File: src/rtl/incsrch_pkg.sv
package incsrch_pkg;
  typedef enum logic [1:0] {ST_IDLE, ST_SEARCH, ST_INV, ST_DONE} ctlState_t;

  typedef struct packed {
    logic init;
    logic tryNext;
    logic acceptBit;
    logic rejectBit;
    logic invInit;
    logic invStep;
  } dpStrobe_t;
endpackage

File: src/rtl/incsrch_dp.sv
module incsrch_dp
  import incsrch_pkg::*;
#(
  parameter int NB = 6,
  parameter int NV = 5,
  parameter int IW = $clog2(NV),
  parameter int BW = $clog2(NB)
) (
  input  logic          clk,
  input  logic          rst,
  input  logic          vecWr,
  input  logic [IW-1:0] wrIdx,
  input  logic [NB-1:0] wrData,
  input  dpStrobe_t     strb,
  input  logic [BW-1:0] bitSel,
  input  logic [BW-1:0] invSel,
  output logic          feasible,
  output logic          yLast,
  output logic [NB-1:0] boundQ,
  output logic [NB-1:0] bestYQ,
  output logic [NB-1:0] invQ
);
  localparam logic [NB-1:0] ONE = NB'(1);
  localparam logic [NB-1:0] TWO = NB'(2);

  logic [NB-1:0] vecMem [NV];
  logic [NB-1:0] yReg;
  logic [NB-1:0] lens [NV];
  logic [NB-1:0] maxLen;
  logic [NB-1:0] trial;
  logic [2*NB-1:0] invFull;

  // Per-vector step count for the current candidate.
  for (genvar i = 0; i < NV; i++) begin : g_len
    logic [NB-1:0] diff;
    logic [2*NB-1:0] full;
    assign diff = vecMem[i] - vecMem[0];
    assign full = {{NB{1'b0}}, yReg} * {{NB{1'b0}}, diff};
    assign lens[i] = full[NB-1:0];
  end

  always_comb begin
    maxLen = '0;
    for (int i = 0; i < NV; i++)
      if (lens[i] > maxLen) maxLen = lens[i];
  end

  assign trial    = boundQ & ~(ONE << bitSel);
  assign feasible = (maxLen <= trial);
  assign yLast    = (yReg == {NB{1'b1}});
  assign invFull  = {{NB{1'b0}}, invQ} * {{NB{1'b0}}, bestYQ};

  always_ff @(posedge clk) begin
    if (rst) begin
      boundQ <= '1;
      yReg   <= ONE;
      bestYQ <= ONE;
      invQ   <= ONE;
      for (int i = 0; i < NV; i++) vecMem[i] <= '0;
    end else begin
      if (vecWr && (int'(wrIdx) < NV)) vecMem[wrIdx] <= wrData;
      if (strb.init) begin
        boundQ <= '1;
        yReg   <= ONE;
        bestYQ <= ONE;
      end
      if (strb.tryNext) yReg <= yReg + TWO;
      if (strb.acceptBit) begin
        boundQ[bitSel] <= 1'b0;
        bestYQ         <= yReg;
        yReg           <= ONE;
      end
      if (strb.rejectBit) yReg <= ONE;
      if (strb.invInit) invQ <= ONE;
      if (strb.invStep && invFull[invSel]) invQ[invSel] <= 1'b1;
    end
  end


  bound_monotone_chk: assert property (@(posedge clk) disable iff (rst)
    !strb.init |=> boundQ <= $past(boundQ));


  accept_meets_bound_chk: assert property (@(posedge clk) disable iff (rst)
    strb.acceptBit |-> maxLen <= boundQ);
endmodule

File: src/rtl/incsrch_ctl.sv
module incsrch_ctl
  import incsrch_pkg::*;
#(
  parameter int NB = 6,
  parameter int BW = $clog2(NB)
) (
  input  logic          clk,
  input  logic          rst,
  input  logic          start,
  input  logic          feasible,
  input  logic          yLast,
  output dpStrobe_t     strb,
  output logic [BW-1:0] bitSel,
  output logic [BW-1:0] invSel,
  output logic          busy,
  output logic          done
);
  localparam logic [BW-1:0] TOPBIT = BW'(NB-1);

  ctlState_t state, nextState;

  always_comb begin
    strb      = '0;
    nextState = state;
    case (state)
      ST_IDLE: if (start) begin
        strb.init = 1'b1;
        nextState = ST_SEARCH;
      end
      ST_SEARCH: begin
        if (feasible)   strb.acceptBit = 1'b1;
        else if (yLast) strb.rejectBit = 1'b1;
        else            strb.tryNext   = 1'b1;
        if ((feasible || yLast) && bitSel == '0) begin
          strb.invInit = 1'b1;
          nextState    = ST_INV;
        end
      end
      ST_INV: begin
        strb.invStep = 1'b1;
        if (invSel == TOPBIT) nextState = ST_DONE;
      end
      default: nextState = ST_IDLE;
    endcase
  end

  always_ff @(posedge clk) begin
    if (rst) begin
      state  <= ST_IDLE;
      bitSel <= TOPBIT;
      invSel <= BW'(1);
    end else begin
      state <= nextState;
      if (strb.init) bitSel <= TOPBIT;
      else if ((strb.acceptBit || strb.rejectBit) && bitSel != '0) bitSel <= bitSel - BW'(1);
      if (strb.invInit) invSel <= BW'(1);
      else if (strb.invStep && invSel != TOPBIT) invSel <= invSel + BW'(1);
    end
  end

  assign busy = (state != ST_IDLE);
  assign done = (state == ST_DONE);


  done_pulse_chk: assert property (@(posedge clk) disable iff (rst)
    done |=> !done);


  busy_after_start_chk: assert property (@(posedge clk) disable iff (rst)
    (!busy && start) |=> busy);
endmodule

File: src/rtl/incr_search.sv
module incr_search
  import incsrch_pkg::*;
#(
  parameter int NB = 6,
  parameter int NV = 5,
  localparam int IW = $clog2(NV),
  localparam int BW = $clog2(NB)
) (
  input  logic          clk,
  input  logic          rst,
  input  logic          wrEn,
  input  logic [IW-1:0] wrIdx,
  input  logic [NB-1:0] wrData,
  input  logic          start,
  output logic [NB-1:0] minLen,
  output logic [NB-1:0] bestY,
  output logic [NB-1:0] incr,
  output logic          done,
  output logic          busy
);
  dpStrobe_t     strb;
  logic [BW-1:0] bitSel, invSel;
  logic          feasible, yLast;
  logic [2*NB-1:0] prodChk;

  incsrch_ctl #(.NB(NB), .BW(BW)) u_ctl (
    .clk(clk), .rst(rst), .start(start), .feasible(feasible), .yLast(yLast),
    .strb(strb), .bitSel(bitSel), .invSel(invSel), .busy(busy), .done(done)
  );

  incsrch_dp #(.NB(NB), .NV(NV), .IW(IW), .BW(BW)) u_dp (
    .clk(clk), .rst(rst), .vecWr(wrEn && !busy), .wrIdx(wrIdx), .wrData(wrData),
    .strb(strb), .bitSel(bitSel), .invSel(invSel), .feasible(feasible),
    .yLast(yLast), .boundQ(minLen), .bestYQ(bestY), .invQ(incr)
  );

  assign prodChk = {{NB{1'b0}}, incr} * {{NB{1'b0}}, bestY};


  inverse_ok_chk: assert property (@(posedge clk) disable iff (rst)
    done |-> prodChk[NB-1:0] == NB'(1));
endmodule

File: config.mk
export PLATFORM = sky130hd
export DESIGN_NAME = incr_search
export DESIGN_NICKNAME = d
export VERILOG_FILES = /design/src/rtl/incsrch_pkg.sv /design/src/rtl/incsrch_dp.sv /design/src/rtl/incsrch_ctl.sv /design/src/rtl/incr_search.sv
export SDC_FILE = /design/constraint.sdc
export NUM_CORES = 1
export LEC_CHECK = 0
export ABC_AREA = 0
export CAP_MARGIN = 20
export CORE_MARGIN = 8
export CORE_UTILIZATION = 55
export CTS_CLUSTER_DIAMETER = 120
export DETAILED_ROUTE_END_ITERATION = 7
export PLACE_DENSITY = 0.74
export SYNTH_ARGS = -nofsm -noshare
export SYNTH_HDL_FRONTEND = slang
export SYNTH_HIERARCHICAL = 1
export SYNTH_SLANG_ARGS = --single-unit
export TNS_END_PERCENT = 1
File: constraint.sdc
create_clock -name clk -period 24.9 [get_ports clk]
set_input_delay 2.49 -clock clk [delete_from_list [all_inputs] [get_ports clk]]
set_output_delay 2.49 -clock clk [all_outputs]
set_load 0.02 [all_outputs]
### Yosys cells after proc, flatten, opt, wreduce, memory -nomap -nowiden

Memory sizes are Yosys's and may differ from the RTL's.
Index checks and enable logic that the tools add are counted.

| storage, ports and cells | value |
|---|---|
| register bits after elaboration | 32 |
| RAM bits | 30 |
| output and inout port bits | 20 |
| memories | 1 |

Memory list:

| name | words | width | rd ports | clocked after memory_dff | write ports | line | RTL |
|---|---|---|---|---|---|---|---|
| u_dp.vecMem | 5 | 6 | 5 | 0 | 5 | incsrch_dp.sv:26 | `logic [NB-1:0] vecMem [NV];` |

| operators by class | value |
|---|---|
| add/subtract/negate cells | 8 |
| multipliers | 6 |
| magnitude comparators | 12 |
| equality and inequality tests | 9 |
| shift operators | 1 |
| multiplexer cells | 42 |
| bitwise gates (word level) | 5 |
| reduce and logical (&&, ||, !) cells | 22 |

Operator list:

| cell | number |
|---|---|
| $mux 6 | 15 |
| $mul 6x6->6 | 5 |
| $sub 6x6->6 | 5 |
| $gt 6x6->1 | 4 |
| $mux 1 | 18 |
| $and 6x6->6 | 2 |
| $not 6->6 | 2 |
| $logic_and 1x1->1 | 8 |
| $lt 3x4->1 const B | 2 |
| $mul 6x6->8 | 1 |
| $add 6x2->6 const B | 1 |
| $demux 1 s3 | 2 |
| $eq 6x6->1 const B | 1 |
| $ge 3x1->1 const B | 2 |
| $gt 6x1->1 const B | 1 |
| $le 6x6->1 | 1 |
| $mux 2 | 3 |
| $or 6x6->6 | 1 |
| $pmux 2 s3 | 1 |
| $reduce_bool 2->1 | 3 |
| $reduce_or 6->1 | 1 |
| $shl 1x3->6 const A | 1 |
| $lt 3x5->1 const B | 1 |
| $eq 2x2->1 const B | 2 |
| other kinds (19) | 22 |

### Longest topological paths before layout

| depth | value |
|---|---|
| depth after elaboration | 21 |
| depth in mapped cells | 58 |

### By module

Netlist, hierarchy kept.

By module, submodules not included:

| module | times used | cells an instance | area an instance (um2) |
|---|---|---|---|
| incsrch_dp | 1 | 668 | 6167.2 |
| incsrch_ctl | 1 | 59 | 585.6 |
| incr_search | 1 | 1 | 13.8 |

### Least setup slack after synthesis

Ideal clock, no wire load.

| timing | value |
|---|---|
| path type | register to register |
| start point | memory u_dp.vecMem[2][0] |
| end point | register u_dp.yReg[0] |
| arrival time | 11.360 ns |
| data required time | 24.780 ns |
| slack | 13.420 ns |
| stages on the path, launching flop included | 56 |
| path buffers | 2 |
| clock period less this slack | 11.480 ns |
| path through | edfxtp_1 -> inv_1 -> ha_1 -> inv_1 -> fa_1 -> xor2_1 -> nand2_1 -> fa_1 -> inv_1 -> ha_1 -> inv_1 -> fa_1 -> fa_1 -> xnor2_1 -> xnor2_1 -> xnor2_1 -> xnor2_1 -> xnor3_1 -> [... 20 more ...] -> o21a_1 -> o21a_1 -> o21a_1 -> o32a_1 -> a2111oi_0 -> a211oi_1 -> ha_1 -> nor2b_1 -> o21a_1 -> o21ai_0 -> nand2b_1 -> a21oi_1 -> nor2b_1 -> o22ai_1 -> and3b_2 -> or3_1 -> clkbuf_1 -> a211o_1 |

RTL lines:

| what | line | RTL |
|---|---|---|
| start, declared | incsrch_dp.sv:26 |  |
| end signal, assigned | incsrch_dp.sv:67 | `if (strb.tryNext) yReg <= yReg + TWO;` |
| end, declared | incsrch_dp.sv:27 | `logic [NB-1:0] yReg;` |

==> reports/qor.yml <==
outcome: "complete, no violations"
placed_cell_area_um2: 7230
cp_common_cell: "ha_1"
nFillCells: 1034
grt_pass1_vias: 5193
ir_drop_mv: 0.0519
die_x_um: 127
cp_data_required_time_ps: 25120
place.gp.congestion: 0.836
synth_top_area_frac: 0.163
wl_per_cell_um: 16.2
cts_setup_buffers: 0
period_share: 0.510
track_usage: 0.189
antenna_cells: 0
htree_levels: 3
worstPathArrival_ps: 12910
drt_wl_total_um: 14700
syn_to_final_growth_pct: 11.5
post_cts_resized: 0
r2r_cells: 52
grt_pass1_wl_um: 24800
synth.distinct_cells: 77
finalHoldViolCount: 0
grt_max_degree: 34
synthCells: 728
core-area_um2: 12000
power_density_nw_per_um2: 96.4
layout_commonest_cell: "ha_1"
final_area_um2: 7540
rows: 40
synth_area_leaders: "ha_1 16%, edfxtp_1 13%, fa_1 9.8%"
antenna_found_initial: 0
synth_flop_cell: "dfxtp_1"
cp_max_fo: 15
port_buffers: 32
fin_tns_setup_ps: 0
hold_buffers: 0
most-common-layout-cells: "88 x ha_1, 75 x and2_1, 62 x inv_1"
multiInputGateArea_um2: 4910
period_needed_ps: 12690
drcViolationCount: 0
ys_seq_area_frac: 0.228
tightest_slew_ps: 1020
hold-path-cell-count: 2
critical_path.startpoint_type: "flip-flop"
drt_iter0_drc: 367
syn_avg_cell_area_um2: 9.29
yosys.area.top_type: "ha_1"
drv_cap: 0
cts_buffers: 9
synth_nets: 862
grt_overflow_total: 0
dr.pass1.iters: 5
holdWs_ps: 478
insertion_delay_ps: 340
rsz0062_at_grt: "no"
hpwl_um: 11800
cts_buffer_depth: 2
clkSinkCount: 62
utilization: 0.628
cp-end-kind: "flip-flop"
initial_core_util: 0.563
slew_headroom: 0.317
ys_ff_latch: 62
hold_class: "reg -> reg"
path_class: "reg -> reg"
max_stage_delay_ps: 560
postRouteAntennaNets: 0
die_y_um: 127
async_flop_share: 0
yosys_warnings: 6
drv_slew: 0
top_level_ports: 33
leakage_uw: 0.00324
clock_skew_ps: 6.85
regArea_um2: 1540
layout-drive-gt1-share: 0.0734
cts_tree: "yes"
vias: 5137
cp_slowest_cell: "fa_1"
dieArea_um2: 16100
final_nets: 892
setup_viol: 0
vias_per_cell: 5.65
root_buffer: "clkbuf_16"
clkSlewWorstSetupHoldPaths_ps: 50
synth_edf_count: 30
syn_area_um2: 6770
clock.fmax_mhz: 78.8
## layer usage
metal,global-route usage,wire (µm),vias to the layer above
li1,-,-,2579
met1,0.246,7080,2462
met2,0.314,7020,83
met3,0.0323,453,13
met4,0.0553,187,0
met5,0,0,-
## cells in the mapped netlist, drive strengths merged (4+ instances only)
library cell	instances
a211oi	4
xnor2	37
o21a	8
a2111oi	8
nor3	10
nor3b	15
nand2	48
edfxtp	30
and2	76
nand3b	5
o22ai	4
mux2i	11
and3	8
nor2	42
a31oi	4
ha	88
a32o	4
dfxtp	32
clkbuf	15
inv	64
xor2	14
nor2b	20
nand4	6
or3	4
nand2b	22
a21oi	23
fa	33
nand3	10
and3b	4
or2	9
a21o	8
o21ai	18
## sequential cells by signal, summed over array words and instances (netlist names)
| register | flops |
|---|---|
| u_ctl/bitSel | 3 |
| u_dp/bestYQ | 6 |
| u_dp/boundQ | 6 |
| u_dp/yReg | 6 |
| u_ctl/invSel | 3 |
| u_dp/invQ | 6 |
| u_ctl/state | 2 |
| u_dp/vecMem | 30 |
## per-stage QoR
stage / setup slack, ps / instances / total power (µW)
floorplan: 13420 / 728 / 498
global placement: 12690 / 894 / 577
detailed placement: 12290 / 894 / 593
CTS: 12220 / 910 / 730
global route: 11250 / 910 / 794
finish: 12210 / 910 / 728
## final cells by class
type,instances,share of cell area
inverters,64,0.0318
multi-input cells,585,0.651
well taps,147,0.0244
repair buffers,36,0.0464
clock buffers,10,0.0304
clock inverters,6,0.0113
flip-flops and latches,62,0.204
## critical path: cells and delay by family (launching register included)
| family | cells | cell delay [ps] |
|---|---|---|
| AOI/OAI and AO/OA | 17 | 4260 |
| muxes | 1 | 230 |
| buffers and inverters | 5 | 330 |
| DFF | 1 | 410 |
| xor gates and xnor gates | 7 | 1620 |
| adders and majority gates | 11 | 3900 |
| and+or+nand+nor | 11 | 1820 |
## power by group
part | switching [µW] | internal [µW] | total [µW]
Clock | 45.2 | 87.3 | 133
Sequential | 7.16 | 114 | 121
Combinational | 274 | 200 | 474
Total | 326 | 401 | 728
## final timing paths
kind         slack, ps                             from                         to
min                480          u_dp/invQ[5]$_SDFF_PP0_    u_dp/invQ[5]$_SDFF_PP0_
min reg2reg        480          u_dp/invQ[5]$_SDFF_PP0_    u_dp/invQ[5]$_SDFF_PP0_
max              12210  u_dp/vecMem[0][0]$_SDFFCE_PN0P_  u_dp/boundQ[0]$_SDFF_PP1_
max reg2reg      12210  u_dp/vecMem[0][0]$_SDFFCE_PN0P_  u_dp/boundQ[0]$_SDFF_PP1_
## logic make-up (layout without fill, tap and decap cells)
logic type / after synthesis / in the layout / share of synthesized area
compound gates: 110 / 110 / 0.128
fa+ha+maj: 122 / 122 / 0.262
buf+inv: 81 / 116 / 0.0460
mux: 12 / 12 / 0.0179
xor+xnor: 54 / 54 / 0.0760
simple gates: 287 / 287 / 0.242
flops: 62 / 62 / 0.228
Note: power is estimated with default switching activity, not from simulation.
